[src/rtl/lcu_pkg.sv]
// Package: shared types and helpers for the loop control unit.
// Assumes trip counts and pointer distances fit in 32 bits.
package lcu_pkg;

    typedef enum logic {
        SEQ_IDLE = 1'b0,
        SEQ_RUN  = 1'b1
    } seq_state_e;

    // Number of body passes for a trip count and ramp-up depth; minimum one.
    function automatic int unsigned body_passes(input int unsigned cnt,
                                                input int unsigned depth);
        return (cnt > depth) ? (cnt - depth) : 32'd1;
    endfunction

endpackage

[src/rtl/lcu_cw_store.sv]
// Module: control word store and kernel pointer table.
// Holds DEPTH words of CW_W bits and NUM_KERNELS pointer sets. Writes are
// blocked while a run is active. Word read is asynchronous at the program
// counter; the table is read asynchronously at the selected kernel.
// Assumes DEPTH is a power of two.
module lcu_cw_store #(
    parameter int DEPTH       = 16,
    parameter int CW_W        = 17,
    parameter int NUM_KERNELS = 4,
    localparam int AW         = $clog2(DEPTH),
    localparam int KID_W      = (NUM_KERNELS > 1) ? $clog2(NUM_KERNELS) : 1
) (
    input  logic             clk,
    input  logic             rst_n,
    input  logic             busy,
    input  logic             cw_we,
    input  logic [AW-1:0]    cw_addr,
    input  logic [CW_W-1:0]  cw_wdata,
    input  logic             kd_we,
    input  logic [KID_W-1:0] kd_idx,
    input  logic [AW-1:0]    kd_start,
    input  logic [AW-1:0]    kd_ss_start,
    input  logic [AW-1:0]    kd_ss_end,
    input  logic [AW-1:0]    kd_ep_end,
    input  logic [AW-1:0]    rd_pc,
    output logic [CW_W-1:0]  rd_word,
    input  logic [KID_W-1:0] rd_kid,
    output logic [AW-1:0]    rd_start,
    output logic [AW-1:0]    rd_ss_start,
    output logic [AW-1:0]    rd_ss_end,
    output logic [AW-1:0]    rd_ep_end
);

    localparam int PTRS_W = 4 * AW;

    logic [DEPTH-1:0][CW_W-1:0]         words_q;
    logic [NUM_KERNELS-1:0][PTRS_W-1:0] ptrs_q;

    // Word store write, gated by the run state.
    always_ff @(posedge clk) begin
        if (!rst_n) begin
            words_q <= '0;
        end else if (cw_we && !busy) begin
            words_q[cw_addr] <= cw_wdata;
        end
    end

    // Kernel table write, gated by the run state.
    always_ff @(posedge clk) begin
        if (!rst_n) begin
            ptrs_q <= '0;
        end else if (kd_we && !busy) begin
            ptrs_q[kd_idx] <= {kd_ep_end, kd_ss_end, kd_ss_start, kd_start};
        end
    end

    // Asynchronous read ports.
    always_comb begin
        rd_word     = words_q[rd_pc];
        rd_start    = ptrs_q[rd_kid][0*AW +: AW];
        rd_ss_start = ptrs_q[rd_kid][1*AW +: AW];
        rd_ss_end   = ptrs_q[rd_kid][2*AW +: AW];
        rd_ep_end   = ptrs_q[rd_kid][3*AW +: AW];
    end


    word_frozen_chk: assert property (@(posedge clk) disable iff (!rst_n)
        busy |=> $stable(words_q));

    table_frozen_chk: assert property (@(posedge clk) disable iff (!rst_n)
        busy |=> $stable(ptrs_q));

endmodule

[src/rtl/lcu_seq.sv]
// Module: program counter sequencer.
// Plays ramp-up once, replays the body a count-dependent number of times and
// plays the drain once. Pointers are latched at start so that table updates
// cannot disturb a run. Assumes start <= ss_start <= ss_end <= ep_end.
module lcu_seq
    import lcu_pkg::*;
#(
    parameter int AW    = 4,
    parameter int CNT_W = 16
) (
    input  logic             clk,
    input  logic             rst_n,
    input  logic             dma_mode,
    input  logic             start,
    input  logic [CNT_W-1:0] iter_count,
    input  logic [AW-1:0]    d_start,
    input  logic [AW-1:0]    d_ss_start,
    input  logic [AW-1:0]    d_ss_end,
    input  logic [AW-1:0]    d_ep_end,
    output logic [AW-1:0]    pc,
    output logic             busy,
    output logic             done
);

    seq_state_e       state_q;
    logic [AW-1:0]    pc_q;
    logic [AW-1:0]    ss_start_q;
    logic [AW-1:0]    ss_end_q;
    logic [AW-1:0]    ep_end_q;
    logic [CNT_W-1:0] pass_q;
    logic             done_q;

    logic             start_ok;
    logic [AW-1:0]    depth;
    logic [CNT_W-1:0] first_passes;
    logic             at_body_end;
    logic             at_drain_end;

    // Start acceptance and pass count for the new run.
    always_comb begin
        start_ok     = start && !dma_mode && (state_q == SEQ_IDLE);
        depth        = d_ss_start - d_start;
        first_passes = CNT_W'(body_passes(32'(iter_count), 32'(depth)));
        at_body_end  = (pass_q != '0) && (pc_q == ss_end_q);
        at_drain_end = (pass_q == '0) && (pc_q == ep_end_q);
    end

    // Run state, program counter, remaining passes and done level.
    always_ff @(posedge clk) begin
        if (!rst_n) begin
            state_q    <= SEQ_IDLE;
            pc_q       <= '0;
            ss_start_q <= '0;
            ss_end_q   <= '0;
            ep_end_q   <= '0;
            pass_q     <= '0;
            done_q     <= 1'b0;
        end else if (state_q == SEQ_IDLE) begin
            if (start_ok) begin
                if (iter_count == '0) begin
                    done_q <= 1'b1;
                end else begin
                    state_q    <= SEQ_RUN;
                    done_q     <= 1'b0;
                    pc_q       <= d_start;
                    ss_start_q <= d_ss_start;
                    ss_end_q   <= d_ss_end;
                    ep_end_q   <= d_ep_end;
                    pass_q     <= first_passes;
                end
            end
        end else begin
            if (at_body_end) begin
                if (pass_q > CNT_W'(1)) begin
                    pc_q   <= ss_start_q;
                    pass_q <= pass_q - CNT_W'(1);
                end else if (ss_end_q == ep_end_q) begin
                    state_q <= SEQ_IDLE;
                    done_q  <= 1'b1;
                    pass_q  <= '0;
                end else begin
                    pc_q   <= pc_q + AW'(1);
                    pass_q <= '0;
                end
            end else if (at_drain_end) begin
                state_q <= SEQ_IDLE;
                done_q  <= 1'b1;
            end else begin
                pc_q <= pc_q + AW'(1);
            end
        end
    end

    assign pc   = pc_q;
    assign busy = (state_q == SEQ_RUN);
    assign done = done_q;


    zero_count_chk: assert property (@(posedge clk) disable iff (!rst_n)
        (start_ok && iter_count == '0) |=> (done && !busy));

    done_busy_excl_chk: assert property (@(posedge clk) disable iff (!rst_n)
        busy |-> !done);

    dma_block_chk: assert property (@(posedge clk) disable iff (!rst_n)
        (start && dma_mode && !busy) |=> !busy);

    pc_bound_chk: assert property (@(posedge clk) disable iff (!rst_n)
        busy |-> (pc_q <= ep_end_q));

    body_wrap_chk: assert property (@(posedge clk) disable iff (!rst_n)
        (busy && at_body_end && pass_q > CNT_W'(1)) |=> (busy && pc_q == ss_start_q));

    ptr_hold_chk: assert property (@(posedge clk) disable iff (!rst_n)
        (busy && $past(busy)) |-> ($stable(ss_start_q) && $stable(ep_end_q)));

endmodule

[src/rtl/lcu_ctl_drive.sv]
// Module: splits the active control word into array control fields.
// When no run is active, every cell is disabled and all other fields are 0.
// Assumes the word layout ctx | cell_dis | mem_we | out_sel from bit 0 up.
module lcu_ctl_drive #(
    parameter int CTX_W     = 4,
    parameter int NUM_CELLS = 8,
    parameter int NUM_MEMS  = 2,
    parameter int SEL_W     = 3,
    localparam int DIS_LO   = CTX_W,
    localparam int WE_LO    = DIS_LO + NUM_CELLS,
    localparam int SEL_LO   = WE_LO + NUM_MEMS,
    localparam int CW_W     = SEL_LO + SEL_W
) (
    input  logic                 busy,
    input  logic [CW_W-1:0]      word,
    output logic [CTX_W-1:0]     ctx_id,
    output logic [NUM_CELLS-1:0] cell_dis,
    output logic [NUM_MEMS-1:0]  mem_we,
    output logic [SEL_W-1:0]     out_sel
);

    // Per-cell disable: bubble bit while running, forced off while idle.
    for (genvar c = 0; c < NUM_CELLS; c++) begin : g_cell
        assign cell_dis[c] = busy ? word[DIS_LO + c] : 1'b1;
    end

    // Per-memory write enable: only while running.
    for (genvar m = 0; m < NUM_MEMS; m++) begin : g_mem
        assign mem_we[m] = busy & word[WE_LO + m];
    end

    // Context and bus selector fields.
    always_comb begin
        ctx_id  = busy ? word[0 +: CTX_W]       : '0;
        out_sel = busy ? word[SEL_LO +: SEL_W]  : '0;
    end

endmodule

[src/rtl/lcu_loop_ctrl.sv]
// Module: loop control unit top. Connects the word store, the sequencer
// and the field driver. One word is issued per cycle while a run is active.
// Assumes the kernel table holds ordered pointers before start is issued.
module lcu_loop_ctrl #(
    parameter int DEPTH       = 16,
    parameter int NUM_KERNELS = 4,
    parameter int CNT_W       = 16,
    parameter int CTX_W       = 4,
    parameter int NUM_CELLS   = 8,
    parameter int NUM_MEMS    = 2,
    parameter int SEL_W       = 3,
    localparam int AW         = $clog2(DEPTH),
    localparam int KID_W      = (NUM_KERNELS > 1) ? $clog2(NUM_KERNELS) : 1,
    localparam int CW_W       = CTX_W + NUM_CELLS + NUM_MEMS + SEL_W
) (
    input  logic                 clk,
    input  logic                 rst_n,
    input  logic                 dma_mode,
    input  logic                 start,
    input  logic [KID_W-1:0]     kernel_sel,
    input  logic [CNT_W-1:0]     iter_count,
    input  logic                 cw_we,
    input  logic [AW-1:0]        cw_addr,
    input  logic [CW_W-1:0]      cw_wdata,
    input  logic                 kd_we,
    input  logic [KID_W-1:0]     kd_idx,
    input  logic [AW-1:0]        kd_start,
    input  logic [AW-1:0]        kd_ss_start,
    input  logic [AW-1:0]        kd_ss_end,
    input  logic [AW-1:0]        kd_ep_end,
    output logic                 busy,
    output logic                 done,
    output logic [CTX_W-1:0]     ctx_id,
    output logic [NUM_CELLS-1:0] cell_dis,
    output logic [NUM_MEMS-1:0]  mem_we,
    output logic [SEL_W-1:0]     out_sel
);

    logic [AW-1:0]   pc;
    logic [CW_W-1:0] cur_word;
    logic [AW-1:0]   p_start;
    logic [AW-1:0]   p_ss_start;
    logic [AW-1:0]   p_ss_end;
    logic [AW-1:0]   p_ep_end;
    logic            run;

    lcu_cw_store #(
        .DEPTH       (DEPTH),
        .CW_W        (CW_W),
        .NUM_KERNELS (NUM_KERNELS)
    ) store_i (
        .clk         (clk),
        .rst_n       (rst_n),
        .busy        (run),
        .cw_we       (cw_we),
        .cw_addr     (cw_addr),
        .cw_wdata    (cw_wdata),
        .kd_we       (kd_we),
        .kd_idx      (kd_idx),
        .kd_start    (kd_start),
        .kd_ss_start (kd_ss_start),
        .kd_ss_end   (kd_ss_end),
        .kd_ep_end   (kd_ep_end),
        .rd_pc       (pc),
        .rd_word     (cur_word),
        .rd_kid      (kernel_sel),
        .rd_start    (p_start),
        .rd_ss_start (p_ss_start),
        .rd_ss_end   (p_ss_end),
        .rd_ep_end   (p_ep_end)
    );

    lcu_seq #(
        .AW    (AW),
        .CNT_W (CNT_W)
    ) seq_i (
        .clk        (clk),
        .rst_n      (rst_n),
        .dma_mode   (dma_mode),
        .start      (start),
        .iter_count (iter_count),
        .d_start    (p_start),
        .d_ss_start (p_ss_start),
        .d_ss_end   (p_ss_end),
        .d_ep_end   (p_ep_end),
        .pc         (pc),
        .busy       (run),
        .done       (done)
    );

    lcu_ctl_drive #(
        .CTX_W     (CTX_W),
        .NUM_CELLS (NUM_CELLS),
        .NUM_MEMS  (NUM_MEMS),
        .SEL_W     (SEL_W)
    ) drive_i (
        .busy     (run),
        .word     (cur_word),
        .ctx_id   (ctx_id),
        .cell_dis (cell_dis),
        .mem_we   (mem_we),
        .out_sel  (out_sel)
    );

    assign busy = run;


    idle_quiet_chk: assert property (@(posedge clk) disable iff (!rst_n)
        !run |-> (mem_we == '0 && (&cell_dis) && ctx_id == '0));

    active_field_chk: assert property (@(posedge clk) disable iff (!rst_n)
        run |-> (ctx_id == cur_word[CTX_W-1:0]));

endmodule

[config.mk]
export PLATFORM = sky130hd
export DESIGN_NAME = lcu_loop_ctrl
export DESIGN_NICKNAME = d
export VERILOG_FILES = /design/src/rtl/lcu_pkg.sv /design/src/rtl/lcu_cw_store.sv /design/src/rtl/lcu_seq.sv /design/src/rtl/lcu_ctl_drive.sv /design/src/rtl/lcu_loop_ctrl.sv
export SDC_FILE = /design/constraint.sdc
export NUM_CORES = 1
export LEC_CHECK = 0
export ABC_AREA = 1
export BUFFER_PORTS_ARGS = -buffer_cell sky130_fd_sc_hd__buf_2
export CAP_MARGIN = 20
export CORE_MARGIN = 2
export CORE_UTILIZATION = 56
export CTS_CLUSTER_DIAMETER = 60
export DETAILED_ROUTE_END_ITERATION = 16
export PLACE_DENSITY = 0.78
export SLEW_MARGIN = 20
export SYNTH_ARGS = -nofsm -noshare
export SYNTH_HDL_FRONTEND = slang
export SYNTH_SLANG_ARGS = --single-unit
[constraint.sdc]
create_clock -name clk -period 3.6 [get_ports clk]
set_input_delay 0.72 -clock clk [delete_from_list [all_inputs] [get_ports clk]]
set_output_delay 0.72 -clock clk [all_outputs]
set_load 0.01 [all_outputs]
Word level (Yosys, flattened, before mapping)
Index checks and enable logic that the tools add are counted.
- bits in registers: 370
- input bits: 63
- output and inout port bits: 19
- logic and storage cells: 118
- $add $sub $neg: 4
- magnitude comparators: 8
- equal/unequal tests: 10
- mux-type cells: 47
- bitwise logic cells: 4
- reductions and logical operators: 18
- operator list (operator ; count):
    $bwmux W272 ; 1
    $mux W16 ; 8
    $bmux W17 S4 ; 1
    $demux W17 S4 ; 1
    $bwmux W64 ; 1
    $mux W17 ; 2
    $bmux W16 S2 ; 1
    $demux W16 S2 ; 1
    $logic_not A16 Y1 ; 2
    $mux W4 ; 8
    $mux W1 ; 22
    $gt A16 B1 Y1 const B ; 1
    $gt A16 B4 Y1 ; 1
    $reduce_bool A16 Y1 ; 1
    $sub A16 B1 Y16 const B ; 1
    $sub A16 B4 Y16 ; 1
    $eq A4 B4 Y1 ; 3
    $ne A3 B3 Y1 const B ; 4
    $lt A4 B5 Y1 const B ; 2
    $logic_and A1 B1 Y1 ; 8
    $reduce_and A4 Y1 ; 2
    $lt A2 B3 Y1 const B ; 2
    $reduce_and A3 Y1 ; 2
    $add A4 B1 Y4 const B ; 1
    other kinds (11) ; 14

Depth between registers and ports, before layout
Gate-level depths: netlist (run 1).
- depth after elaboration: 8
- mapped depth: 22
- gate-level depth less buffers: 19

Cells and area by module
From an unflattened synthesis (run 1), not the netlist that was laid out.
- cell total of the unflattened synthesis: 2886
- area, all modules: 18811.8 um^2
- modules (own cells, without submodules) (module ; times used ; cells an instance ; area each (um^2) ; seq. area each (um^2)):
    lcu_cw_store ; 1 ; 2368 ; 15656.3 ; 6726.5
    lcu_seq ; 1 ; 482 ; 2991.6 ; 680.7
    lcu_ctl_drive ; 1 ; 36 ; 163.9 ; 0.0

Worst setup path after synthesis (run 1)
No wires, ideal clock.
- kind: input to register
- from: input kernel_sel[0]
- to: register seq_i.pass_q[11]
- library setup time: 0.064 ns
- arrival time: 3.476 ns
- data required time: 3.536 ns
- path slack: 0.060 ns
- stages: 19
- path buffers: 3
- cell sequence: buf_2 inv_2 buf_2 buf_2 nand2_1 a32o_1 ha_1 inv_1 fa_1 fa_1 o21ai_1 nand3_1 nand3_1 nand2_1 inv_2 nand2_1 nor2_1 nor2_1 nor2_1
- cells in the longest elaborated chain, start to end: 8
- elaborated cells between the ends (all ways): 9
- those cells by class: add/sub: 2; order compare: 1; mux: 6
- ends and longest elaborated chain (item ; RTL line ; text):
    start: declaration ; lcu_loop_ctrl.sv:20 ; input logic [KID_W-1:0] kernel_sel,
    $bmux W16 S2 (*) ; lcu_cw_store.sv:60, lcu_cw_store.sv:61 ;
    $mux W16 (implied by the code) (*) ; lcu_cw_store.sv:60 ; rd_start = ptrs_q[rd_kid][0*AW +: AW];
    $sub A4 B4 Y4 (*) ; lcu_seq.sv:42 ; depth = d_ss_start - d_start;
    $sub A16 B4 Y16 / $gt A16 B4 Y1 (equally long branches) ; lcu_pkg.sv:13 ; return (cnt > depth) ? (cnt - depth) : 32'd1;
    $mux W16 (*) ; lcu_pkg.sv:13 ;
    $mux W16 (*) ; lcu_seq.sv:60 ; if (iter_count == '0) begin
    $mux W16 (*) ; lcu_seq.sv:59 ; if (start_ok) begin
    $mux W16 (*) ; lcu_seq.sv:58 ; end else if (state_q == SEQ_IDLE) begin
    end signal: assignment ; lcu_seq.sv:69 ; pass_q <= first_passes;
    end signal: assignment ; lcu_seq.sv:76 ; pass_q <= pass_q - CNT_W'(1);
    end: declaration ; lcu_seq.sv:30 ; logic [CNT_W-1:0] pass_q;
Mark *: on every way between the ends. The rest lies on a longest branch, timed or not. The select of a mux whose other input is x is not followed.
A chain may end at the register's enable or synchronous reset.

Worst setup path in the final report (run 1)
- from: register seq_i.pc_q[0], in the netlist seq_i.pc[0]
- to: output out_sel[2]
- cells in the longest elaborated chain, start to end: 3
- ends and longest elaborated chain (item ; RTL line ; text):
    start: declaration ; lcu_seq.sv:26 ; logic [AW-1:0] pc_q;
    start signal: assignment ; lcu_seq.sv:65 ; pc_q <= d_start;
    start signal: assignment ; lcu_seq.sv:75 ; pc_q <= ss_start_q;
    start signal: assignment ; lcu_seq.sv:82 ; pc_q <= pc_q + AW'(1);
    $bmux W17 S4 ; lcu_cw_store.sv:59 ; rd_word = words_q[rd_pc];
    $mux W17 (implied by the code) ; lcu_cw_store.sv:59 ;
    $mux W3 ; lcu_ctl_drive.sv:35 ; out_sel = busy ? word[SEL_LO +: SEL_W] : '0;
    end: declaration ; lcu_loop_ctrl.sv:36 ; output logic [SEL_W-1:0] out_sel
No other way between the ends. The select of a mux whose other input is x is not followed.

==> impl_metrics.py, run 1 <==
metrics = {
    "route": {
        "ant_nets": 0,
        "wl_per_cell_microns": 17.73,
        "route.detailed.drc": 0,
        "drt_wl_total_mm": 51.93,
        "viasPerCell": 5.891,
        "num_vias": 17256,
        "dr.pass1.iters": 6,
        "drt_iter0_markers": 1976,
    },
    "timing": {
        "drv_slew": 0,
        "setup-violations-final": 0,
        "period_share_pct": 88.73,
        "clock_skew_ns": 0.01281,
        "tightest_slew_ns": 0.9885,
        "slew_headroom_pct": 33.94,
        "max_freq_mhz": 313.0,
        "hold_viol": 0,
        "min_period_ns": 3.194,
        "rsz0062_at_grt": "no",
        "setup_tns_ns": 0,
    },
    "cts": {
        "cts.repair.resized": 0,
        "path_clk_slew_ns": 0.06,
        "clock_path_buffers": 3,
        "insertion_delay_ns": 0.53,
        "post_cts_buffers": 0,
        "numCtsBuffers": 41,
        "cts_hold_buf": 0,
        "root_buffer": "clkbuf_16",
        "htreeDepth": 2,
        "cts.sinks": 370,
        "cts_tree": "yes",
    },
    "synth": {
        "syn_nets": 2603,
        "synth-seq-cells": 370,
        "syn-cell-area_sq_um": 17470,
        "synth_common_cells": "474 x nor2_1, 370 x dfxtp_1, 347 x o21ai_0, 310 x a21oi_1, 214 x nand2_1",
        "ys_types": 42,
        "synth_top_area_share_pct": 42.40,
        "ys_warn_count": 0,
        "synth_seq_area_share_pct": 42.40,
        "netlist_top_cells_area": "dfxtp_1 42%, nor2_1 10%, o21ai_0 9.9%",
        "synthCells": 2528,
        "ys.flop_type": "dfxtp_1",
        "synth_most_common_cell": "nor2_1",
        "synthArstFlopShare_pct": 0,
        "syn_area_per_cell_sq_um": 6.910,
        "synth_edf_count": 0,
        "synth_top_cell_by_area": "dfxtp_1",
    },
    "setup_path": {
        "critPathMaxFanout": 47,
        "critPathArrivalTime_ns": 2.47,
        "crit_slowest_cell": "inv_4",
        "cpLargestDelayFamily": "buffers and inverters",
        "end_kind": "primary output",
        "path_buf_inv": 3,
        "worstPathRequired_ns": 2.88,
        "cp_num_cells": 7,
        "crit_type": "reg2out",
        "startpoint_type": "flop",
        "r2r_cells": 17,
        "critical_path.max_stage_delay_ns": 0.38,
        "path_cells": "inv_4 -> buf_4 -> nor2_1 -> o211ai_1 -> nand3_1 -> a21oi_1 -> buf_2",
    },
    "min_path": {
        "hold_depth": 2,
        "hold_class": "reg2reg",
    },
    "placement": {
        "portBuffers": 81,
        "place.gp.congestion": 0.8856,
        "dp_hpwl_mm": 31.34,
    },
    "die": {
        "die-area_sq_um": 32620,
        "start_util_pct": 56.96,
        "core_area_sq_um": 30670,
        "die_x_microns": 180.6,
        "ios": 82,
        "die_y_microns": 180.6,
        "rows": 64,
    },
    "power": {
        "peakVddDrop_uv": 345.0,
        "fin_total_pwr_uw": 10390,
        "power_leakage_uw": 0.007520,
        "power_density_nw_per_um2": 538.2,
    },
    "finish": {
        "drive_above_1_share_pct": 9.443,
        "finish.utilization_pct": 62.95,
        "nNetsFinal": 2575,
        "syn_to_final_growth_pct": 10.53,
    },
    "global_route": {
        "grt_max_degree": 164,
        "grt_pass1_wl_mm": 83.70,
        "globalRouteTotalUtil_pct": 31.08,
        "grt_pass1_vias": 16408,
        "antenna_found_initial": 2,
        "overflow": 0,
    },
    "run": {
        "maxCapViolations": 0,
    },
    "run_status": {
        "status": "finished, final reports clean",
    },
}
-- worst reg2reg max path, cell delays in order (launching register included) --
cell     delay, ns
dfxtp_1       0.33
o21ai_0       0.10
o22ai_1       0.28
ha_1          0.24
inv_1         0.06
fa_1          0.40
xnor2_1       0.16
ha_1          0.36
inv_1         0.06
o21ai_1       0.18
nand3_1       0.11
nand3_1       0.10
nand2_1       0.13
inv_2         0.18
nand2_1       0.07
nor2_1        0.10
nor2_1        0.05
nor2_1        0.07
-- state kept, by name, indices dropped and copies added (netlist names) --
| register | cells |
|---|---|
| seq_i.done | 1 |
| store_i.words_q | 272 |
| seq_i.busy | 1 |
| seq_i.pc | 4 |
| seq_i.ss_end_q | 4 |
| seq_i.ep_end_q | 4 |
| store_i.ptrs_q | 64 |
| seq_i.pass_q | 16 |
| seq_i.ss_start_q | 4 |
-- where the power goes --
| group | switching, uW | internal [uW] | leakage [uW] | total [uW] |
|---|---|---|---|---|
| Clock | 1700 | 2650 | 0.000700 | 4340 |
| Combinational | 1180 | 553 | 0.00382 | 1730 |
| Sequential | 88.7 | 4230 | 0.00300 | 4320 |
| Total | 2960 | 7430 | 0.00752 | 10400 |
-- layout make-up --
type	count	area, sq um
Fill cell	2766	11360
Multi-Input combinational cell	1774	8484
Sequential cell	370	7412
Clock buffer	62	1267
Timing Repair Buffer	117	757.0
Inverter	196	740.7
Tap cell	396	495.5
Clock inverter	12	145.1
Antenna cell	2	5.005
-- path summary, 6_finish.rpt --
path | from | endpoint | slack (ns)
worst min-delay path | store_i.words_q[44] | store_i.words_q[44] | 0.45
worst min register to register | store_i.words_q[44] | store_i.words_q[44] | 0.45
worst max register to register | store_i.ptrs_q[32] | seq_i.pass_q[12] | 0.56
worst max-delay path | seq_i.pc[0] | out_sel[2] | 0.41
-- cells by family (layout without fill, tap and decap cells) --
kind of cell | after synthesis | in the layout | synth area share, %
AND/OR/NAND/NOR | 920 | 920 | 22.38
buffers and inverters | 384 | 387 | 9.025
flip-flops | 370 | 370 | 42.40
AO/OA/AOI/OAI | 820 | 820 | 24.14
adder cells (fa/ha/maj) | 12 | 12 | 0.9455
other | 0 | 2 | 0
XOR/XNOR | 22 | 22 | 1.103
-- per-layer routing --
metal  up-vias  global-route usage [%]  share of wire [%]
met2       774                   49.77                 45
met4         0                   13.32                3.5
met3       143                   6.164                9.2
li1       8330                       -                  -
met1      8009                   40.92                 42
met5         -                       0                  0
-- stage by stage --
step                      instance area, sq um  hold WS, ns  setup WS [ns]  cells
after floorplan                          17470       0.4293        0.06041   2528
after global placement                   17890       0.4386        0.09023   2853
after detailed placement                 17890       0.4426       -0.04142   2853
after CTS                                19300       0.4463         0.4270   2927
after global routing                     19310       0.4650         0.2386   2929
final                                    19310       0.4525         0.4055   2929
-- cell usage in the layout (no fill, tap or decap), types with 4 or more instances in the layout --
| cell type | count |
|---|---|
| o22ai_1 | 13 |
| inv_1 | 171 |
| nor2_2 | 5 |
| buf_2 | 80 |
| o211ai_1 | 11 |
| dfxtp_1 | 368 |
| buf_4 | 30 |
| nor3_4 | 5 |
| nand2_1 | 214 |
| nand3b_1 | 4 |
| clkbuf_1 | 7 |
| nand3_1 | 194 |
| clkbuf_8 | 12 |
| inv_2 | 22 |
| o221ai_1 | 8 |
| clkbuf_16 | 43 |
| ha_1 | 10 |
| nand2_4 | 5 |
| clkinv_2 | 6 |
| a21oi_1 | 310 |
| nor2_1 | 474 |
| nand4_1 | 4 |
| xor2_1 | 15 |
| o21ai_0 | 347 |
| nand2_2 | 5 |
| buf_12 | 6 |
| xnor2_1 | 7 |
| o21ai_1 | 120 |
Power figures use the tool's default switching activity.
==> run 2: changes to the inputs <==
--- a/config.mk
+++ b/config.mk
@@ -5,14 +5,13 @@
 export SDC_FILE = /design/constraint.sdc
 export NUM_CORES = 1
 export LEC_CHECK = 0
-export ABC_AREA = 1
 export BUFFER_PORTS_ARGS = -buffer_cell sky130_fd_sc_hd__buf_2
 export CAP_MARGIN = 20
 export CORE_MARGIN = 2
-export CORE_UTILIZATION = 56
+export CORE_UTILIZATION = 61
 export CTS_CLUSTER_DIAMETER = 60
 export DETAILED_ROUTE_END_ITERATION = 16
-export PLACE_DENSITY = 0.78
+export PLACE_DENSITY = 0.8
 export SLEW_MARGIN = 20
 export SYNTH_ARGS = -nofsm -noshare
 export SYNTH_HDL_FRONTEND = slang
==> constraint.sdc (replaced) <==
create_clock -name clk -period 3.5 [get_ports clk]
set_input_delay 0.7 -clock clk [delete_from_list [all_inputs] [get_ports clk]]
set_output_delay 0.7 -clock clk [all_outputs]
set_load 0.01 [all_outputs]
==> run 2 against run 1 <==
Compared with the run above: sequential cell count did not move; die area shrank 11%; area after synthesis down 3.7%; combinational power is 28% lower; cell count decreased by 19%; non-clock buffer count increased by 40; routed wire length fell by 5.8%.
==> impl_metrics.py, run 2 <==
metrics = {
    "power": {
        "peakVddDrop_uv": 375.8,
        "comb_power_share_pct": 12.6,
        "seqPwrFrac_pct": 45.1,
        "power_leakage_uw": 0.006500,
        "net-switching-power_uw": 2591,
        "power_density_nw_per_um2": 516.4,
        "swShare_pct": 26.37,
        "pwr-share-clk_pct": 42.3,
        "p_int_uw": 7235,
    },
    "placement": {
        "placed_cell_area_sq_um": 17690,
        "dp_hpwl_mm": 30.61,
        "portBuffers": 81,
        "place.gp.congestion": 0.9015,
        "pre_cts_ws_ns": -0.3950,
    },
    "timing": {
        "tightest_slew_ns": 0.9527,
        "period_share_pct": 96.53,
        "hold_viol": 0,
        "rsz0062_at_grt": "no",
        "slew_headroom_pct": 36.33,
        "clock_skew_ns": 0.01372,
        "drv_slew": 0,
        "setup_slack_ns": 0.1216,
        "setup-violations-final": 0,
        "max_freq_mhz": 296.0,
        "min_period_ns": 3.378,
        "holdWs_ns": 0.4453,
    },
    "route": {
        "wl_per_cell_microns": 20.69,
        "ant_nets": 0,
        "dr.pass1.iters": 5,
        "route.detailed.drc": 0,
        "drt_iter0_markers": 1686,
        "num_vias": 15023,
        "viasPerCell": 6.358,
        "drt_wl_total_mm": 48.90,
    },
    "setup_path": {
        "startpoint_type": "flop",
        "crit_type": "reg2out",
        "worstPathRequired_ns": 2.80,
        "critPathArrivalTime_ns": 2.68,
        "r2r_slack_ns": 0.31,
        "end_kind": "primary output",
        "critPathMaxFanout": 28,
    },
    "finish": {
        "nNetsFinal": 2066,
        "final_common_cell": "nand2_1",
        "final_area_sq_um": 19030,
        "final_cell_mix": "619 x nand2_1, 366 x dfxtp_1, 335 x a21oi_1, 100 x mux4_2, 80 x buf_2",
        "syn_to_final_growth_pct": 13.11,
        "fill_cells": 2003,
        "layout_top_registers": "store_i.words_q: 272 flops, store_i.ptrs_q: 64 flops, seq_i.pass_q: 16 flops",
        "drive_above_1_share_pct": 17.57,
        "regMostFlops": "store_i.words_q",
        "finish.utilization_pct": 70.40,
        "multiInputGateArea_sq_um": 8807,
        "ff_latch_area_sq_um": 7417,
        "largest_reg_flops": 272,
    },
    "synth": {
        "synth_common_cells": "619 x nand2_1, 370 x dfxtp_1, 336 x a21oi_1, 141 x clkbuf_1, 100 x mux4_2",
        "synth-seq-cells": 370,
        "synth_top_area_share_pct": 44.03,
        "ys_types": 60,
        "synthArstFlopShare_pct": 0,
        "synthCells": 1959,
        "ys_warn_count": 0,
        "ys.flop_type": "dfxtp_1",
        "syn_area_per_cell_sq_um": 8.587,
        "synth_top_cell_by_area": "dfxtp_1",
        "netlist_top_cells_area": "dfxtp_1 44%, nand2_1 14%, mux4_2 13%",
        "synth_most_common_cell": "nand2_1",
        "syn-cell-area_sq_um": 16820,
        "syn_nets": 2034,
        "synth_edf_count": 0,
        "synth_seq_area_share_pct": 44.03,
    },
    "global_route": {
        "globalRouteTotalUtil_pct": 33.98,
        "grt_pass1_wl_mm": 77.17,
        "antenna_found_initial": 2,
        "use_met1_pct": 44.87,
        "grt_max_degree": 133,
        "grt_pass1_vias": 14670,
        "grt.busiest_layer": "met2",
        "use_met3_pct": 5.814,
        "use_met2_pct": 54.90,
        "overflow": 0,
    },
    "cts": {
        "path_clk_slew_ns": 0.06,
        "clock_path_buffers": 3,
        "htreeDepth": 2,
        "cts_tree": "yes",
        "numCtsBuffers": 40,
        "cts.sinks": 370,
        "insertion_delay_ns": 0.54,
        "root_buffer": "clkbuf_16",
    },
    "die": {
        "ios": 82,
        "die-area_sq_um": 28920,
        "core_area_sq_um": 27030,
        "die_x_microns": 170.1,
        "start_util_pct": 62.25,
        "rows": 60,
        "die_y_microns": 170.1,
    },
    "run": {
        "maxCapViolations": 0,
    },
    "run_status": {
        "status": "finished, final reports clean",
    },
    "min_path": {
        "hold_class": "in2reg",
    },
}
[run 2: cell count changes in the layout (fill, tap and decap cells not counted), moves of 100 or more]
cell / previous run / this run
nor2_1: 474 / 60
o21ai_1: 120 / 0
o21ai_0: 347 / 14
mux4_2: 0 / 100
nand2_1: 214 / 619
inv_1: 171 / 8
nand3_1: 194 / 65
[run 2: layout make-up]
type,count,area share (%)
multi-input cells,1411,46.29
flip-flops and latches,370,38.98
clock buffers,63,6.359
repair buffers,157,5.405
well taps,341,2.242
clock inverters,8,0.4406
inverters,11,0.2565
diodes,2,0.02630
[run 2: power by group through the flow]
stage | Clock, uW | Combinational, uW | Sequential [uW]
final | 4160 | 1240 | 4430
after global routing | 4350 | 1340 | 4440
after CTS | 4170 | 1210 | 4420
after detailed placement | 0 | 1190 | 4520
after global placement | 0 | 1170 | 4510
after floorplan | 0 | 866 | 4460
[run 2: stage by stage]
step	total power, uW	TNS (ns)	std cells
final	9826	0	2363
after global routing	10120	0	2363
after CTS	9806	0	2361
after detailed placement	5711	-4.894	2286
after global placement	5681	-4.032	2286
after floorplan	5327	-0.1105	1959
[run 2: worst max-delay path, stage by stage (launching register included)]
cell and delay (ns):
dfxtp_4 0.46, buf_12 0.27, mux4_2 0.58, mux4_2 0.51, and2_1 0.19, buf_2 0.14
[run 2: final timing paths]
path,startpoint,to,cells after the start
worst max-delay path,seq_i.pc[0],out_sel[0],5
worst min-delay path,kd_ss_end[2],store_i.ptrs_q[42],3
worst max register to register,store_i.ptrs_q[4],seq_i.pass_q[9],13
worst min register to register,store_i.ptrs_q[41],store_i.ptrs_q[41],2
[run 2: cells by family (layout without fill, tap and decap cells)]
logic type,after synthesis,in the layout,share of synthesized area (%)
mux,136,136,15.55
simple gates,833,833,20.90
fa+ha+maj,12,12,0.9818
xor+xnor,32,32,1.666
buf+inv,178,239,4.068
other cells,0,2,0
flops,370,370,44.03
compound gates,398,398,12.80
[run 2: what timing repair did]
| action | CTS | global route |
|---|---|---|
| resized for setup | 0 | 3 |
| hold buffers | 0 | 0 |
| setup endpoints to repair | 6 | 11 |
| buffers inserted | 4 | 0 |
[run 2: metal layers]
metal | vias to the layer above | wire length, microns
li1 | 6795 | -
met1 | 7271 | 19390
met2 | 795 | 23060
met3 | 162 | 4569
met4 | 0 | 1880
met5 | - | 0
